--- src/rtl/cfgld_pkg.sv ---
// Shared types for the configuration loader.
// Assumes: nothing beyond IEEE 1800-2017.
package cfgld_pkg;

    // Loader sequencing states.
    typedef enum logic [3:0] {
        ST_IDLE,
        ST_RESET,
        ST_WAIT_OK,
        ST_FETCH,
        ST_SETUP,
        ST_STROBE,
        ST_HOLD,
        ST_BUSY_LO,
        ST_BUSY_HI,
        ST_DONE,
        ST_ERROR
    } ld_state_t;

    // Error cause reported on the top-level port.
    typedef enum logic [1:0] {
        ERR_NONE    = 2'b00,
        ERR_STATUS  = 2'b01,
        ERR_TIMEOUT = 2'b10,
        ERR_NODONE  = 2'b11
    } ld_err_t;

endpackage

--- src/rtl/cfgld_sync.sv ---
// Multi-bit, per-bit independent flop-chain synchronizer for
// asynchronous target status lines.
// Assumes: each bit is a level that may be sampled independently;
// STAGES >= 2.
module cfgld_sync #(
    parameter int              WIDTH   = 3,
    parameter int              STAGES  = 2,
    parameter logic [WIDTH-1:0] RST_VAL = '0
) (
    input  logic             clk,
    input  logic             rst_n,
    input  logic [WIDTH-1:0] async_i,
    output logic [WIDTH-1:0] sync_o
);

    for (genvar g = 0; g < WIDTH; g++) begin : g_bit
        logic [STAGES-1:0] chain;

        // Shift the asynchronous level through the flop chain.
        always_ff @(posedge clk) begin
            if (!rst_n) chain <= {STAGES{RST_VAL[g]}};
            else        chain <= {chain[STAGES-2:0], async_i[g]};
        end

        assign sync_o[g] = chain[STAGES-1];
    end

endmodule

--- src/rtl/cfgld_timer.sv ---
// Loadable down-counter shared by all timed phases of the loader.
// Assumes: a load takes priority over counting; the counter holds at zero.
module cfgld_timer #(
    parameter int CNT_W = 10
) (
    input  logic             clk,
    input  logic             rst_n,
    input  logic             load_i,
    input  logic [CNT_W-1:0] load_val_i,
    output logic             zero_o
);

    logic [CNT_W-1:0] cnt_q;

    // Load a new interval or count the current one down to zero.
    always_ff @(posedge clk) begin
        if (!rst_n)          cnt_q <= '0;
        else if (load_i)     cnt_q <= load_val_i;
        else if (cnt_q != 0) cnt_q <= cnt_q - 1'b1;
    end

    assign zero_o = (cnt_q == '0);

endmodule

--- src/rtl/cfgld_seq.sv ---
// Load sequencer: reset pulse, status wait, per-byte setup/strobe/hold,
// busy handshake with timeout, done handling by mode, error capture.
// Assumes: target inputs arrive already synchronized; timer zero_o is
// valid the cycle after a load; all outputs leave from flops.
module cfgld_seq
    import cfgld_pkg::*;
#(
    parameter int DATA_W     = 8,
    parameter int CNT_W      = 10,
    parameter int RST_CYC    = 8,
    parameter int STROBE_CYC = 4,
    parameter int BUSY_TO    = 1000
) (
    input  logic              clk,
    input  logic              rst_n,
    input  logic              start_i,
    input  logic              drain_mode_i,
    input  logic              s_valid_i,
    input  logic [DATA_W-1:0] s_data_i,
    input  logic              s_last_i,
    output logic              s_ready_o,
    input  logic              ready_s,
    input  logic              done_s,
    input  logic              status_s,
    input  logic              tmr_zero_i,
    output logic              tmr_load_o,
    output logic [CNT_W-1:0]  tmr_val_o,
    output logic [DATA_W-1:0] data_o,
    output logic              data_oe_o,
    output logic              strobe_n_o,
    output logic              cfg_reset_n_o,
    output logic              ok_o,
    output logic              err_o,
    output logic [1:0]        cause_o
);

    ld_state_t st_q, st_nxt;
    ld_err_t   cause_q, cause_nxt;
    logic      drain_q;
    logic      last_q;
    logic [DATA_W-1:0] data_q;
    logic      strobe_n_q, oe_q, cfg_n_q, ok_q, err_q;

    // True in the states where bytes are being moved to the target.
    function automatic logic in_load(ld_state_t s);
        return (s == ST_FETCH)  || (s == ST_SETUP)   || (s == ST_STROBE) ||
               (s == ST_HOLD)   || (s == ST_BUSY_LO) || (s == ST_BUSY_HI);
    endfunction

    assign s_ready_o = (st_q == ST_FETCH) && status_s;

    // Next-state, timer control and error-cause selection.
    always_comb begin
        st_nxt     = st_q;
        cause_nxt  = cause_q;
        tmr_load_o = 1'b0;
        tmr_val_o  = '0;
        case (st_q)
            ST_IDLE, ST_DONE, ST_ERROR: begin
                if (start_i) begin
                    st_nxt     = ST_RESET;
                    cause_nxt  = ERR_NONE;
                    tmr_load_o = 1'b1;
                    tmr_val_o  = CNT_W'(RST_CYC - 1);
                end
            end
            ST_RESET:   if (tmr_zero_i) st_nxt = ST_WAIT_OK;
            ST_WAIT_OK: if (status_s)   st_nxt = ST_FETCH;
            ST_FETCH:   if (s_valid_i)  st_nxt = ST_SETUP;
            ST_SETUP: begin
                st_nxt     = ST_STROBE;
                tmr_load_o = 1'b1;
                tmr_val_o  = CNT_W'(STROBE_CYC - 1);
            end
            ST_STROBE:  if (tmr_zero_i) st_nxt = ST_HOLD;
            ST_HOLD: begin
                st_nxt     = ST_BUSY_LO;
                tmr_load_o = 1'b1;
                tmr_val_o  = CNT_W'(BUSY_TO - 1);
            end
            ST_BUSY_LO: begin
                if (!ready_s) begin
                    st_nxt = ST_BUSY_HI;
                end else if (tmr_zero_i) begin
                    st_nxt    = ST_ERROR;
                    cause_nxt = ERR_TIMEOUT;
                end
            end
            ST_BUSY_HI: begin
                if (ready_s) begin
                    if (done_s && (!drain_q || last_q)) begin
                        st_nxt = ST_DONE;
                    end else if (last_q) begin
                        st_nxt    = ST_ERROR;
                        cause_nxt = ERR_NODONE;
                    end else begin
                        st_nxt = ST_FETCH;
                    end
                end else if (tmr_zero_i) begin
                    st_nxt    = ST_ERROR;
                    cause_nxt = ERR_TIMEOUT;
                end
            end
            default: st_nxt = ST_IDLE;
        endcase
        // A status drop during transfer overrides every other outcome.
        if (in_load(st_q) && !status_s) begin
            st_nxt    = ST_ERROR;
            cause_nxt = ERR_STATUS;
        end
    end

    // State, mode and byte registers.
    always_ff @(posedge clk) begin
        if (!rst_n) begin
            st_q    <= ST_IDLE;
            cause_q <= ERR_NONE;
            drain_q <= 1'b0;
            last_q  <= 1'b0;
            data_q  <= '0;
        end else begin
            st_q    <= st_nxt;
            cause_q <= cause_nxt;
            if (st_nxt == ST_RESET && st_q != ST_RESET) drain_q <= drain_mode_i;
            if (s_ready_o && s_valid_i) begin
                data_q <= s_data_i;
                last_q <= s_last_i;
            end
        end
    end

    // Glitch-free pin and flag outputs decoded from the next state.
    always_ff @(posedge clk) begin
        if (!rst_n) begin
            strobe_n_q <= 1'b1;
            oe_q       <= 1'b0;
            cfg_n_q    <= 1'b1;
            ok_q       <= 1'b0;
            err_q      <= 1'b0;
        end else begin
            strobe_n_q <= (st_nxt != ST_STROBE);
            oe_q       <= in_load(st_nxt);
            cfg_n_q    <= (st_nxt != ST_RESET);
            ok_q       <= (st_nxt == ST_DONE);
            err_q      <= (st_nxt == ST_ERROR);
        end
    end

    assign data_o        = data_q;
    assign data_oe_o     = oe_q;
    assign strobe_n_o    = strobe_n_q;
    assign cfg_reset_n_o = cfg_n_q;
    assign ok_o          = ok_q;
    assign err_o         = err_q;
    assign cause_o       = cause_q;

    // ---------------- assertions ----------------
    logic [CNT_W-1:0] low_cnt_q;

    // Count cycles the strobe has been low, saturating.
    always_ff @(posedge clk) begin
        if (!rst_n)                  low_cnt_q <= '0;
        else if (strobe_n_q)         low_cnt_q <= '0;
        else if (low_cnt_q != '1)    low_cnt_q <= low_cnt_q + 1'b1;
    end

    // byte settled on the bus before the strobe falls
    a_r3_setup_stable: assert property (@(posedge clk) disable iff (!rst_n)
        $fell(strobe_n_q) |-> ($stable(data_q) && $past(oe_q)));

    // byte held one cycle past the strobe rising
    a_r3_hold_stable: assert property (@(posedge clk) disable iff (!rst_n)
        $rose(strobe_n_q) |=> ($stable(data_q) && oe_q));

    // minimum strobe width
    a_r4_strobe_width: assert property (@(posedge clk) disable iff (!rst_n)
        $rose(strobe_n_q) |-> (low_cnt_q >= CNT_W'(STROBE_CYC)));

    // success only after done was observed
    a_r6_ok_needs_done: assert property (@(posedge clk) disable iff (!rst_n)
        $rose(ok_q) |-> $past(done_s));

    // status drop during transfer aborts with the status cause
    a_r9_status_abort: assert property (@(posedge clk) disable iff (!rst_n)
        (in_load(st_q) && !status_s) |=> (err_q && cause_q == ERR_STATUS && strobe_n_q));

endmodule

--- src/rtl/pp_cfg_loader.sv ---
// Top of the byte-wide strobed configuration loader: synchronizes the
// target lines, shares one interval timer and runs the load sequencer.
// Assumes: target lines are asynchronous to clk; clk at 250 MHz makes
// the default BUSY_TO equal 4 us.
module pp_cfg_loader #(
    parameter int DATA_W      = 8,
    parameter int SYNC_STAGES = 2,
    parameter int RST_CYC     = 8,
    parameter int STROBE_CYC  = 4,
    parameter int BUSY_TO     = 1000
) (
    input  logic              clk,
    input  logic              rst_n,
    input  logic              start_i,
    input  logic              drain_mode_i,
    input  logic              s_valid_i,
    input  logic [DATA_W-1:0] s_data_i,
    input  logic              s_last_i,
    output logic              s_ready_o,
    output logic [DATA_W-1:0] cfg_data_o,
    output logic              cfg_data_oe_o,
    output logic              wr_strobe_n_o,
    output logic              cfg_reset_n_o,
    input  logic              tgt_ready_i,
    input  logic              tgt_done_i,
    input  logic              tgt_status_ok_i,
    output logic              load_ok_o,
    output logic              load_err_o,
    output logic [1:0]        err_cause_o
);

    localparam int MAX_A = (RST_CYC > STROBE_CYC) ? RST_CYC : STROBE_CYC;
    localparam int MAX_C = (MAX_A > BUSY_TO) ? MAX_A : BUSY_TO;
    localparam int CNT_W = $clog2(MAX_C + 1);

    logic [2:0] line_sync;
    logic       tmr_load, tmr_zero;
    logic [CNT_W-1:0] tmr_val;

    cfgld_sync #(
        .WIDTH   (3),
        .STAGES  (SYNC_STAGES),
        .RST_VAL (3'b001)
    ) u_sync (
        .clk     (clk),
        .rst_n   (rst_n),
        .async_i ({tgt_status_ok_i, tgt_done_i, tgt_ready_i}),
        .sync_o  (line_sync)
    );

    cfgld_timer #(
        .CNT_W (CNT_W)
    ) u_timer (
        .clk        (clk),
        .rst_n      (rst_n),
        .load_i     (tmr_load),
        .load_val_i (tmr_val),
        .zero_o     (tmr_zero)
    );

    cfgld_seq #(
        .DATA_W     (DATA_W),
        .CNT_W      (CNT_W),
        .RST_CYC    (RST_CYC),
        .STROBE_CYC (STROBE_CYC),
        .BUSY_TO    (BUSY_TO)
    ) u_seq (
        .clk           (clk),
        .rst_n         (rst_n),
        .start_i       (start_i),
        .drain_mode_i  (drain_mode_i),
        .s_valid_i     (s_valid_i),
        .s_data_i      (s_data_i),
        .s_last_i      (s_last_i),
        .s_ready_o     (s_ready_o),
        .ready_s       (line_sync[0]),
        .done_s        (line_sync[1]),
        .status_s      (line_sync[2]),
        .tmr_zero_i    (tmr_zero),
        .tmr_load_o    (tmr_load),
        .tmr_val_o     (tmr_val),
        .data_o        (cfg_data_o),
        .data_oe_o     (cfg_data_oe_o),
        .strobe_n_o    (wr_strobe_n_o),
        .cfg_reset_n_o (cfg_reset_n_o),
        .ok_o          (load_ok_o),
        .err_o         (load_err_o),
        .cause_o       (err_cause_o)
    );

endmodule

--- config.mk ---
export PLATFORM = sky130hd
export DESIGN_NAME = pp_cfg_loader
export DESIGN_NICKNAME = d
export VERILOG_FILES = /design/src/rtl/cfgld_pkg.sv /design/src/rtl/cfgld_sync.sv /design/src/rtl/cfgld_timer.sv /design/src/rtl/cfgld_seq.sv /design/src/rtl/pp_cfg_loader.sv
export SDC_FILE = /design/constraint.sdc
export NUM_CORES = 1
export LEC_CHECK = 0
export BUFFER_PORTS_ARGS = -buffer_cell sky130_fd_sc_hd__buf_4
export CAP_MARGIN = 20
export CORE_MARGIN = 2
export CORE_UTILIZATION = 50
export DETAILED_ROUTE_END_ITERATION = 16
export GPL_TIMING_DRIVEN = 0
export PLACE_DENSITY = 0.73
export SYNTH_ARGS = -nofsm -noshare
export SYNTH_HDL_FRONTEND = slang
export SYNTH_SLANG_ARGS = --single-unit
--- constraint.sdc ---
create_clock -name clk -period 6.4 [get_ports clk]
set_clock_uncertainty 0.2 [all_clocks]
set_input_delay 0.32 -clock clk [delete_from_list [all_inputs] [get_ports clk]]
set_output_delay 0.32 -clock clk [all_outputs]
set_load 0.01 [all_outputs]
=== Word level (Yosys, flattened, before mapping) ===
Cells that the tools add are included.

* Input bits: 17
* Register bits: 37
* Word-level logic and storage cells: 102

* Add/subtract/negate cells: 1
* Equality and inequality tests: 30
* Bitwise gates (word level): 1
* Multiplexer cells: 26
* Reductions and logical operators: 29

{| class="wikitable"
|+ Operators by type and width
! kind !! count
|-
| $mux W4 || 11
|-
| $pmux W4 S9 || 1
|-
| $eq A4 B3 Y1 const B || 8
|-
| $pmux W10 S3 || 1
|-
| $eq A4 B4 Y1 const B || 6
|-
| $mux W10 || 2
|-
| $eq A4 B2 Y1 const B || 3
|-
| $mux W2 || 6
|-
| $logic_or A1 B1 Y1 || 11
|-
| $logic_not A10 Y1 || 1
|-
| $reduce_and A5 Y1 || 2
|-
| $reduce_bool A10 Y1 || 1
|-
| $sub A10 B1 Y10 const B || 1
|-
| $eq A4 B1 Y1 const B || 2
|-
| $ne A4 B1 Y1 const B || 2
|-
| $ne A4 B3 Y1 const B || 2
|-
| $ne A3 B2 Y1 const B || 2
|-
| $ne A3 B3 Y1 const B || 2
|-
| $pmux W2 S3 || 1
|-
| $logic_and A1 B1 Y1 || 5
|-
| $logic_not A4 Y1 || 1
|-
| $ne A2 B2 Y1 const B || 2
|-
| $ne A4 B4 Y1 const B || 1
|-
| $reduce_bool A4 Y1 || 1
|-
| 9 further kinds || 12
|}

=== Longest topological paths before layout ===
Gate-level depths: netlist of run 1.

* Depth after elaboration: 14
* Gate-level depth with buffers: 9

=== Modules after synthesis ===
A second synthesis of run 1 with hierarchy kept.

* Cells, all modules: 229
* Area, all modules: 2,048.2 sq um

{| class="wikitable"
|+ Modules (own cells, without submodules)
! module !! cells each !! sequential area each (sq um) !! times used !! area each (sq um)
|-
| cfgld_seq || 152 || 420.4 || 1 || 1,300.0
|-
| cfgld_timer || 62 || 200.2 || 1 || 568.0
|-
| cfgld_sync || 15 || 120.1 || 1 || 180.2
|}

=== Worst setup path before layout of run 1 ===
No wires, ideal clock.

* Path kind: register to register
* Start: register u_timer.cnt_q[0]
* End: register u_seq.oe_q (netlist: u_seq.data_oe_o)
* Cell stages (with the launch flop): 10
* Library setup time: 0.072 ns
* Data required time: 6.128 ns
* Clock period less this slack: 2.555 ns
* Setup slack: 3.845 ns
* Arrival: 2.283 ns
* Cells stage by stage: dfxtp_1 inv_1 ha_1 or4b_4 or3_1 buf_6 nand2_2 a21oi_2 or4_1 a21oi_1

* Cells in the longest elaborated chain, start to end: 11
* Elaborated cells on any way between the ends: 19

{| class="wikitable"
|+ Ends and longest elaborated chain
! item !! RTL line !! source
|-
| start, declared || cfgld_timer.sv:13 || <nowiki>logic [CNT_W-1:0] cnt_q;</nowiki>
|-
| start signal, assigned || cfgld_timer.sv:18 || <nowiki>else if (load_i) cnt_q <= load_val_i;</nowiki>
|-
| start signal, assigned || cfgld_timer.sv:19 || <nowiki>else if (cnt_q != 0) cnt_q <= cnt_q - 1'b1;</nowiki>
|-
| $logic_not A10 Y1 (*) || cfgld_timer.sv:22 || <nowiki>assign zero_o = (cnt_q == '0);</nowiki>
|-
| $mux W4 || cfgld_seq.sv:84, cfgld_seq.sv:99 ||
|-
| $mux W4, on equally long branches || cfgld_seq.sv:90, cfgld_seq.sv:82 ||
|-
| $pmux W4 S9 (*) || cfgld_seq.sv:58 || <nowiki>case (st_q)</nowiki>
|-
| $mux W4 (*) || cfgld_seq.sv:107 || <nowiki>if (in_load(st_q) && !status_s) begin</nowiki>
|-
| $eq A4 B2 Y1 or $eq A4 B3 Y1 (tied branches) || cfgld_seq.sv:46 || <nowiki>return (s == ST_FETCH) || (s == ST_SETUP) || (s == ST_STROBE) ||</nowiki>
|-
| $logic_or A1 B1 Y1 (3 in a row) || cfgld_seq.sv:46 ||
|-
| $logic_or A1 B1 Y1 || cfgld_seq.sv:47 || <nowiki>(s == ST_HOLD) || (s == ST_BUSY_LO) || (s == ST_BUSY_HI);</nowiki>
|-
| $logic_or A1 B1 Y1 (*) || cfgld_seq.sv:47 ||
|-
| end signal, assigned || cfgld_seq.sv:142 || <nowiki>oe_q <= in_load(st_nxt);</nowiki>
|-
| end, declared || cfgld_seq.sv:42 || <nowiki>logic strobe_n_q, oe_q, cfg_n_q, ok_q, err_q;</nowiki>
|}

Mark *: on every way between the ends. The rest lies on a longest branch, timed or not.
A chain may end at the register's enable or synchronous reset.

=== Worst setup path after layout of run 1 ===
* Start: register u_seq.st_q[1]
* End: register u_seq.data_q[3] (netlist: u_seq.data_o[3])

* Cells in the longest elaborated chain, start to end: 3

{| class="wikitable"
|+ Ends and longest elaborated chain
! item !! RTL line !! source
|-
| start, declared || cfgld_seq.sv:37 || <nowiki>ld_state_t st_q, st_nxt;</nowiki>
|-
| start signal, assigned || cfgld_seq.sv:122 || <nowiki>st_q <= st_nxt;</nowiki>
|-
| $eq A4 B2 Y1 || cfgld_seq.sv:50 || <nowiki>assign s_ready_o = (st_q == ST_FETCH) && status_s;</nowiki>
|-
| $logic_and A1 B1 Y1 || cfgld_seq.sv:50 ||
|-
| $logic_and A1 B1 Y1 || cfgld_seq.sv:125 || <nowiki>if (s_ready_o && s_valid_i) begin</nowiki>
|-
| end signal, assigned || cfgld_seq.sv:126 || <nowiki>data_q <= s_data_i;</nowiki>
|-
| end, declared || cfgld_seq.sv:41 || <nowiki>logic [DATA_W-1:0] data_q;</nowiki>
|}

No other way between the ends.

==> results of run 1 <==
==> logic make-up (layout without fill, tap and decap cells) <==
group	after synthesis	count (layout)	share of synthesized area, %
xor gates and xnor gates	9	9	4.31
and+or+nand+nor	94	94	26.8
adders and majority gates	1	1	0.684
buffers and inverters	18	61	4.31
muxes	10	10	5.54
AOI/OAI and AO/OA	50	50	17.8
DFF	37	37	40.5
==> through the flow <==
| stage | total power [mW] | cell area (um^2) |
|---|---|---|
| 2_1_floorplan | 0.700 | 1830 |
| 3_3_place_gp | 0.799 | 2130 |
| 3_5_place_dp | 0.802 | 2130 |
| 4_1_cts | 0.929 | 2220 |
| 5_1_grt | 1.01 | 2220 |
| 6_report | 0.927 | 2220 |
==> report_power, final <==
| group | internal (mW) | switching, mW |
|---|---|---|
| clock network | 0.0519 | 0.0696 |
| logic | 0.215 | 0.270 |
| registers | 0.283 | 0.0379 |
==> cell type report <==
cell class / instances / area [um^2]
plain buffers: 12 / 56.3
multi-input cells: 164 / 1010
fillers: 309 / 1190
flip-flops and latches: 37 / 741
clock buffers: 7 / 55.1
well taps: 46 / 57.6
repair buffers: 36 / 280
inverters: 6 / 22.5
==> path summary, 6_finish.rpt <==
path / startpoint / end / slack (ns)
setup / recovery: u_seq.st_q[1]$_SDFF_PN0_ / u_seq.data_o[3]$_SDFFE_PN0P_ / 3.62
hold / removal: s_data_i[6] / u_seq.data_o[6]$_SDFFE_PN0P_ / 0.02
setup reg to reg: u_seq.st_q[1]$_SDFF_PN0_ / u_seq.data_o[3]$_SDFFE_PN0P_ / 3.62
hold reg to reg: u_sync.g_bit[0].chain[0]$_SDFF_PN1_ / u_sync.g_bit[0].chain[1]$_SDFF_PN1_ / 0.22
==> layout by cell type, fill, tap and decap left out, drive strengths merged, types with 3 or more instances in the layout <==
| cell | Yosys | layout |
|---|---|---|
| nor4 | 3 | 3 |
| xnor2 | 4 | 4 |
| nand3 | 4 | 4 |
| nand2 | 15 | 15 |
| a21oi | 21 | 21 |
| nand2b | 6 | 6 |
| a31oi | 5 | 5 |
| mux2i | 9 | 9 |
| xor2 | 5 | 5 |
| nor2 | 34 | 34 |
| and2 | 8 | 8 |
| dlygate4sd3 | 0 | 4 |
| o21ai | 5 | 5 |
| nor3 | 4 | 4 |
| inv | 5 | 5 |
| clkbuf | 8 | 15 |
| buf | 4 | 36 |
| dfxtp | 37 | 37 |
| nor2b | 4 | 4 |
==> flip-flops by register name, summed over array words and instances, names as in the netlist <==
signal,cells
u_seq.err_o,1
u_seq.st_q,4
u_seq.ok_o,1
u_seq.strobe_n_o,1
u_seq.cfg_reset_n_o,1
u_sync.g_bit.chain,6
u_seq.drain_q,1
u_timer.cnt_q,10
u_seq.data_oe_o,1
u_seq.cause_o,2
u_seq.data_o,8
u_seq.last_q,1
==> metal layers <==
| layer | up-vias | routed length (um) | global-route usage (%) |
|---|---|---|---|
| met5 | - | 0 | 0 |
| met4 | 0 | 46 | 5.59 |
| met3 | 5 | 246 | 4.86 |
| met2 | 70 | 1790 | 33.6 |
| met1 | 749 | 1890 | 28.5 |
| li1 | 859 | - | - |
==> what timing repair did <==
item	CTS	global route
endpoints found under the hold margin	3	0
buffers inserted	0	0
hold buffers	4	0
==> worst max-delay path: stages (launching register included) <==
cell and delay, ns:
sky130_fd_sc_hd__dfxtp_1 0.32, sky130_fd_sc_hd__clkbuf_1 0.31, sky130_fd_sc_hd__clkbuf_1 0.41, sky130_fd_sc_hd__and3b_1 0.30, sky130_fd_sc_hd__o311ai_0 0.15, sky130_fd_sc_hd__a21oi_1 0.33
sky130_fd_sc_hd__o2111ai_1 0.16, sky130_fd_sc_hd__buf_2 0.24, sky130_fd_sc_hd__mux2i_1 0.19, sky130_fd_sc_hd__nor2_1 0.05
==> run summary, run 1 <==
The die height is 64.5 um, and the cell count of the worst reg-to-reg path is 9. The synthesis-to-finish area growth was 21.5%; the HPWL reported at the end of detailed placement was 2870 um. Once the floorplan was initialized, standard cells occupied 53.5% of the core. The worst path meets setup with 3.62 ns of slack.

For this run, the number of standard cells in the final layout without fillers is 308. The top cell type by total area after synthesis was sky130_fd_sc_hd__dfxtp_1. The worst pin sits at a relative slew slack of 44.4%. The number of flops mapped to enable cells by yosys is 0. The ratio of cells with drive above 1 in the final layout was 19.1%. Dividing the detail-routed via count by the number of cells gives 5.46. Once detail routing completed, the nets flagged for antenna violations numbered 0. Max-cap violations in this run came to 0. The clock drives 37 sinks.

The worst IR drop on VDD is 0.000282 V, and the final count of negative-setup-slack endpoints is 0. The repair_antennas step left the layout with diodes totalling 0. Placeable core region: 0.00342 mm^2. The proportion of netlist area held by the largest area contributor is 40.5%, and the sum of negative setup slack is 0 ns. The tools report the post-route DRC violation count as 0. 33 I/O pins were placed.

The most common cell in the synthesized netlist is sky130_fd_sc_hd__dfxtp_1. The analysis attributes to cell leakage a power of 0.986 nW. The tools report the maximum count of clock buffers along a single path as 2. Summed over all layers, the routed wires come to 3970 um. The die covers 0.00416 mm^2.

The average footprint of a synthesized cell was 8.35 um^2; the placed cell count was 297. The logs give 11 for the largest net degree at the start of global routing and 0 for the count of pins over their slew limit. The synthesized flop and latch total was 37.

The clock tree synthesis step divided the H-tree into 2 levels. In the post-synthesis netlist, the biggest area contributors are sky130_fd_sc_hd__dfxtp_1, sky130_fd_sc_hd__nor2_1, sky130_fd_sc_hd__a21oi_1, sky130_fd_sc_hd__mux2i_1, sky130_fd_sc_hd__nand2_1. Counting the buffers created by CTS gives 5.

Data on the critical path is required at its endpoint by 6.41 ns. The class of the most critical hold timing path was input port to flop. The wire length of the first global-routing pass is 6900 um. Clock-pin transition on the worst setup and hold timing paths: 0.10 ns.

For the final-stage net count, the log shows 280. The smallest clock period supported by the final layout is computed as 2.78 ns. The pre-antenna-repair detailed-routing pass consisted of 4 iterations. TritonCTS built the clock tree. Setup repair after global routing left no endpoint under its margin. Kind of start point of the critical path: a flop. Hold is met by 0.0178 ns. At the end of routability-driven placement, the weighted congestion stood at 0.906.

In the global route stage, overall resource usage came out at 21.0%. In this run the worst path has a maximum fanout of 10. Buffers placed on the I/O ports in this run total 32. The clock latency on the worst-skew pair was 0.33 ns; the number of nets in the synthesized netlist was 237. Timing analysis after detailed placement gives a worst setup slack of 3.61 ns.

For the pin with the worst max-slew slack, the measured transition is 0.832 ns. The routed length per instance was 12.9 um. The type of the worst setup path was flop to flop.

The tools report the cell area after synthesis as 0.00183 mm^2. The final period utilization is 43.5%, and the count of routing violations after the opening detailed-route iteration is 102. The initialized floorplan defines 21 standard-cell rows. The run gives 0 as the number of gates resized after cts. The tools report the kind of end point of the critical path as a flop.

The utilization after layout came out at 65.0%. Counting instances, the worst hold path has a depth of 3. Based on the critical path, the design can be clocked at up to 359 MHz. In this run the power density over the cells is 417 mW/mm^2. Of all flip-flops after synthesis, the portion carrying an async set or reset was 0%. For the initial antenna violation count, the log shows 0.

By count the netlist is led by sky130_fd_sc_hd__dfxtp_1, sky130_fd_sc_hd__nor2_1, sky130_fd_sc_hd__a21oi_1. Final hold violation count: 0. Most common flop cell mapped by yosys: sky130_fd_sc_hd__dfxtp_1.

The tools report the buffer type at the clock tree root as sky130_fd_sc_hd__clkbuf_4. Measured along the x axis, the die boundary spans 64.5 um. The logs give 40.5% for the sequential element share of the synthesized area and 1532 for the via count of the first global-routing pass.

The run finished with clean final reports. The cell count after synthesis came out at 219. The logs give 0 for the remaining global-route overflow and 51 for the count of unique library cells instantiated by Yosys. For the worst setup path, the data arrival time is 2.79 ns. Detailed routing inserted a total of 1683 vias.

The tools report the count of warnings emitted by yosys as 0.
No activity file was read; power rests on OpenSTA's default activity.
==> run 2, diff against run 1 <==
CORE_UTILIZATION = 49   (was 50)
PLACE_DENSITY = 0.74   (was 0.73)
clock period = 2.5 ns   (was 6.4 ns; I/O delays follow)
==> run 2 against run 1 <==
The flow now finishes with violations (negative setup slack). Cell count grew 6.8%. Worst setup slack lost 3.7 ns. First-iteration DRC count grew 45%. Non-clock buffer count grew 18. Sequential power grew to 2.7 times the previous value. Register-to-register slack lost 3.7 ns. Design area grew 16%. Sequential cell count is the same. Critical endpoint is now u_seq.data_oe_o$_SDFF_PN0_. Largest power group unchanged. Highest routed layer unchanged.
==> run summary, run 2 (synthesized netlist as in run 1, its figures left out) <==
The run finished, with violations left. The final reports fail on negative setup slack. The post-layout minimum cycle time is 2.55 ns (-0.234 ns). The clock buffer count from CTS was 5 (unchanged). The tools report the setup slack after placement as -0.341 ns (-3.95 ns).

Leaving out fill and tap cells, the most frequent cell in the layout is sky130_fd_sc_hd__buf_4. The tools report the effective utilization at floorplan as 50.3% (-3.2 points). For the total leakage power, the log shows 1.12 nW (+14%). The number of port buffers was 32 (unchanged); the via count of the first global-routing pass was 1665 (+8.7%). For the normalized max-slew margin, the log shows 42.6% (-1.9 points). The count of pins over their slew limit is 0 (unchanged), and the largest stage delay on the critical path is 0.51 ns (+0.10 ns).

The tools report the initial antenna violation count as 0 (unchanged). The largest fanout on the critical path is 5 (-5), and the number of H-tree branching levels is 2 (unchanged). The logs give 0.908 (+0.19%) for the weighted congestion at the end of routability-driven global placement and 0.00363 mm^2 (+6.4%) for the placeable core region. For the number of sinks handled by clock tree synthesis, the log shows 37 (unchanged). The cell count of the worst reg-to-reg path is 9 (unchanged). The total number of cells along the worst setup path was 9 (unchanged); the number of max-capacitance violations reported was 0 (unchanged). The wire length of the first global-routing pass was 7620 um (+10%). The HPWL reported at the end of detailed placement is 2980 um (+3.8%), and the synthesis-to-finish area growth is 40.5%. The worst register-to-register path begins at u_timer.cnt_q[0]$_SDFFE_PN0P_. Final critical-path setup slack: -0.0511 ns (-3.67 ns). The final period utilization was 102% (+59 points); the clock latency on the worst-skew pair was 0.29 ns (-0.04 ns). The number of nets with antenna violations after detailed routing is 0 (unchanged). The tools report the final antenna diode count as 0 (unchanged).

The overall power consumption was 2.99 mW (+220%). The worst setup path is captured at a flop. The worst path arrival time came out at 2.57 ns (-0.22 ns). Setup repair after global routing could not meet its margin everywhere. The total buffers and inverters traversed by the critical path was 2 (-1). Remaining global-route overflow: 0 (unchanged).

The run gives 148 (+45%) as the count of routing violations after the opening detailed-route iteration. More flip-flops sit in one register than any other, and that register is u_timer.cnt_q. The cell sitting at the root of the clock tree is a sky130_fd_sc_hd__clkbuf_8. The die height is 65.1 um (+0.95%), and the number of flip-flops under the largest register name is 10 (unchanged). The run gives 4 (unchanged) as the detailed-router iteration count before antenna repair.

The final routed wirelength across all metal layers was 4750 um (+20%). The tools report the worst min-delay path startpoint as rst_n. The run gives 52.7% (+0.4 points) as the part of the power in combinational logic. The cell type group with the largest total delay on the critical path is simple AND/OR/NAND/NOR gates. STA classifies the critical path startpoint as a flop. For the total track usage, the log shows 23.3% (+2.4 points). The logs give 329 (+6.8%) for the final standard cell count with taps included and fillers excluded and 2.52 ns (-3.89 ns) for the data required time at the worst endpoint. In this run the worst setup path begins at u_timer.cnt_q[0]$_SDFFE_PN0P_.

The total of fill cells in the finished design was 272 (-12%); the placed cell count was 299 (+0.67%). The final-stage net count was 298 (+6.4%); the standard-cell row count was 22 (+4.8%). The final hold violation count came out at 0 (unchanged). The run gives 33 (unchanged) as the number of primary I/O pins. Walking the worst path, the cells encountered are inv_2, ha_4, or4b_4, or3_1, buf_6, a21oi_4, nor4_4, or4_4, a21oi_2.

The class of the most critical hold timing path was input port to flop. The logs give 1.81 mW (+230%) for the internal power contribution and 18.0% (+4.9 points) for the clock share of power. The transition at the pin with the smallest max-transition slack was 0.860 ns (+0.0279 ns); the worst IR drop on VDD was 0.000518 V (+84%).

The net load switching power came out at 1.18 mW (+210%). The die extent in x is 65.1 um (+0.95%). The post-route DRC violation count was 0 (unchanged). The ratio of total power to cell area was 1170 mW/mm^2 (+180%). The top cell types in the final layout, fill and taps aside, are sky130_fd_sc_hd__buf_4, sky130_fd_sc_hd__nor2_1, sky130_fd_sc_hd__dfxtp_1. The routed length per instance was 14.4 um (+12%); the ratio of cells with drive above 1 in the final layout was 27.4% (+8.3 points).

The maximum count of clock buffers along a single path was 2 (unchanged). The type of the worst setup path is flop to flop. TritonCTS built the clock tree. For the maximum clock frequency, the log shows 392 MHz (+9.2%). The number of stages on the worst hold path works out to 3 (unchanged). The switching part of the total power was 39.5% (-1.2 points). The run gives 12 (+1) as the largest net degree at the start of global routing.

The clock-pin transition on the worst setup and hold timing paths is 0.07 ns (-0.03 ns), and the detail-routed via count per cell is 5.40 (-1.3%). The final count of negative-setup-slack endpoints came out at 1 (+1). On the critical path, the stage with the largest delay is an instance of sky130_fd_sc_hd__or4b_4. Overall via count from detail_route: 1775 (+5.5%). The final design instance area without fill was 0.00257 mm^2 (+16%); the area of placed instances was 0.00213 mm^2 (+0.24%). The sequential power share came out at 29.3% (-5.3 points).

The die outline area is 0.00424 mm^2 (+1.9%).
run 2: cell count changes in the layout (fill, tap and decap cells not counted), moves of 4 or more:
cell / before / now
sky130_fd_sc_hd__clkbuf_4: 5 / 0
sky130_fd_sc_hd__clkbuf_1: 9 / 5
sky130_fd_sc_hd__clkbuf_8: 1 / 6
sky130_fd_sc_hd__dlygate4sd3_1: 4 / 15
sky130_fd_sc_hd__buf_4: 32 / 43
run 2: power groups by stage:
stage          Combinational [mW]  Clock (mW)  Sequential [mW]
2_1_floorplan               0.967           0            0.828
4_1_cts                      1.48       0.542            0.827
5_1_grt                      1.73       0.572            0.898
6_report                     1.58       0.539            0.876
3_5_place_dp                 1.23           0            0.836
3_3_place_gp                 1.22           0            0.835
run 2: final cells by class:
class	count	area (um^2)	area share (%)
buffer	9	48.8	1.90
sequential	37	744	29.0
clock inverter	1	30.0	1.17
clock buffer	7	86.3	3.36
tap	48	60.1	2.34
timing repair buffer	57	465	18.1
inverter	6	22.5	0.877
multi-input combinational	164	1110	43.2
run 2: repair_timing:
| item | in CTS | in global routing |
|---|---|---|
| endpoints found under the hold margin | 15 | 0 |
| hold buffers | 15 | 0 |
| pin swaps | 6 | 1 |
| buffers inserted | 9 | 1 |
| resized for setup | 17 | 8 |
| endpoints found under the setup margin | 19 | 20 |
run 2: worst min-delay path: cells and delay by family:
kind	cells	cell delay [ns]
buffers and inverters	2	0.28
AO/OA/AOI/OAI	1	0.04
run 2: final timing paths:
path | endpoint | slack [ns]
worst max-delay path | u_seq.data_oe_o$_SDFF_PN0_ | -0.05
worst min-delay path | u_seq.data_oe_o$_SDFF_PN0_ | 0.01
worst max register to register | u_seq.data_oe_o$_SDFF_PN0_ | -0.05
worst min register to register | u_sync.g_bit[0].chain[1]$_SDFF_PN1_ | 0.23
run 2: metrics by stage:
| stage | setup TNS, ns | hold slack, ns | util, % |
|---|---|---|---|
| global placement | -3.54 | 0.108 | 58.6 |
| finish | -0.0511 | 0.0117 | 70.7 |
| detailed placement | -3.72 | 0.131 | 58.6 |
| CTS | -0.245 | 0.0150 | 69.8 |
| floorplan | 0 | -0.00196 | - |
| global route | -0.594 | 0.0423 | 70.7 |
run 2: layer usage:
metal	up-vias	track usage (%)	part of all wire [%]
met3	8	5.38	4.4
met1	821	30.0	47
met5	-	0	0
met2	45	37.8	47
met4	0	9.38	1.4
li1	901	-	-
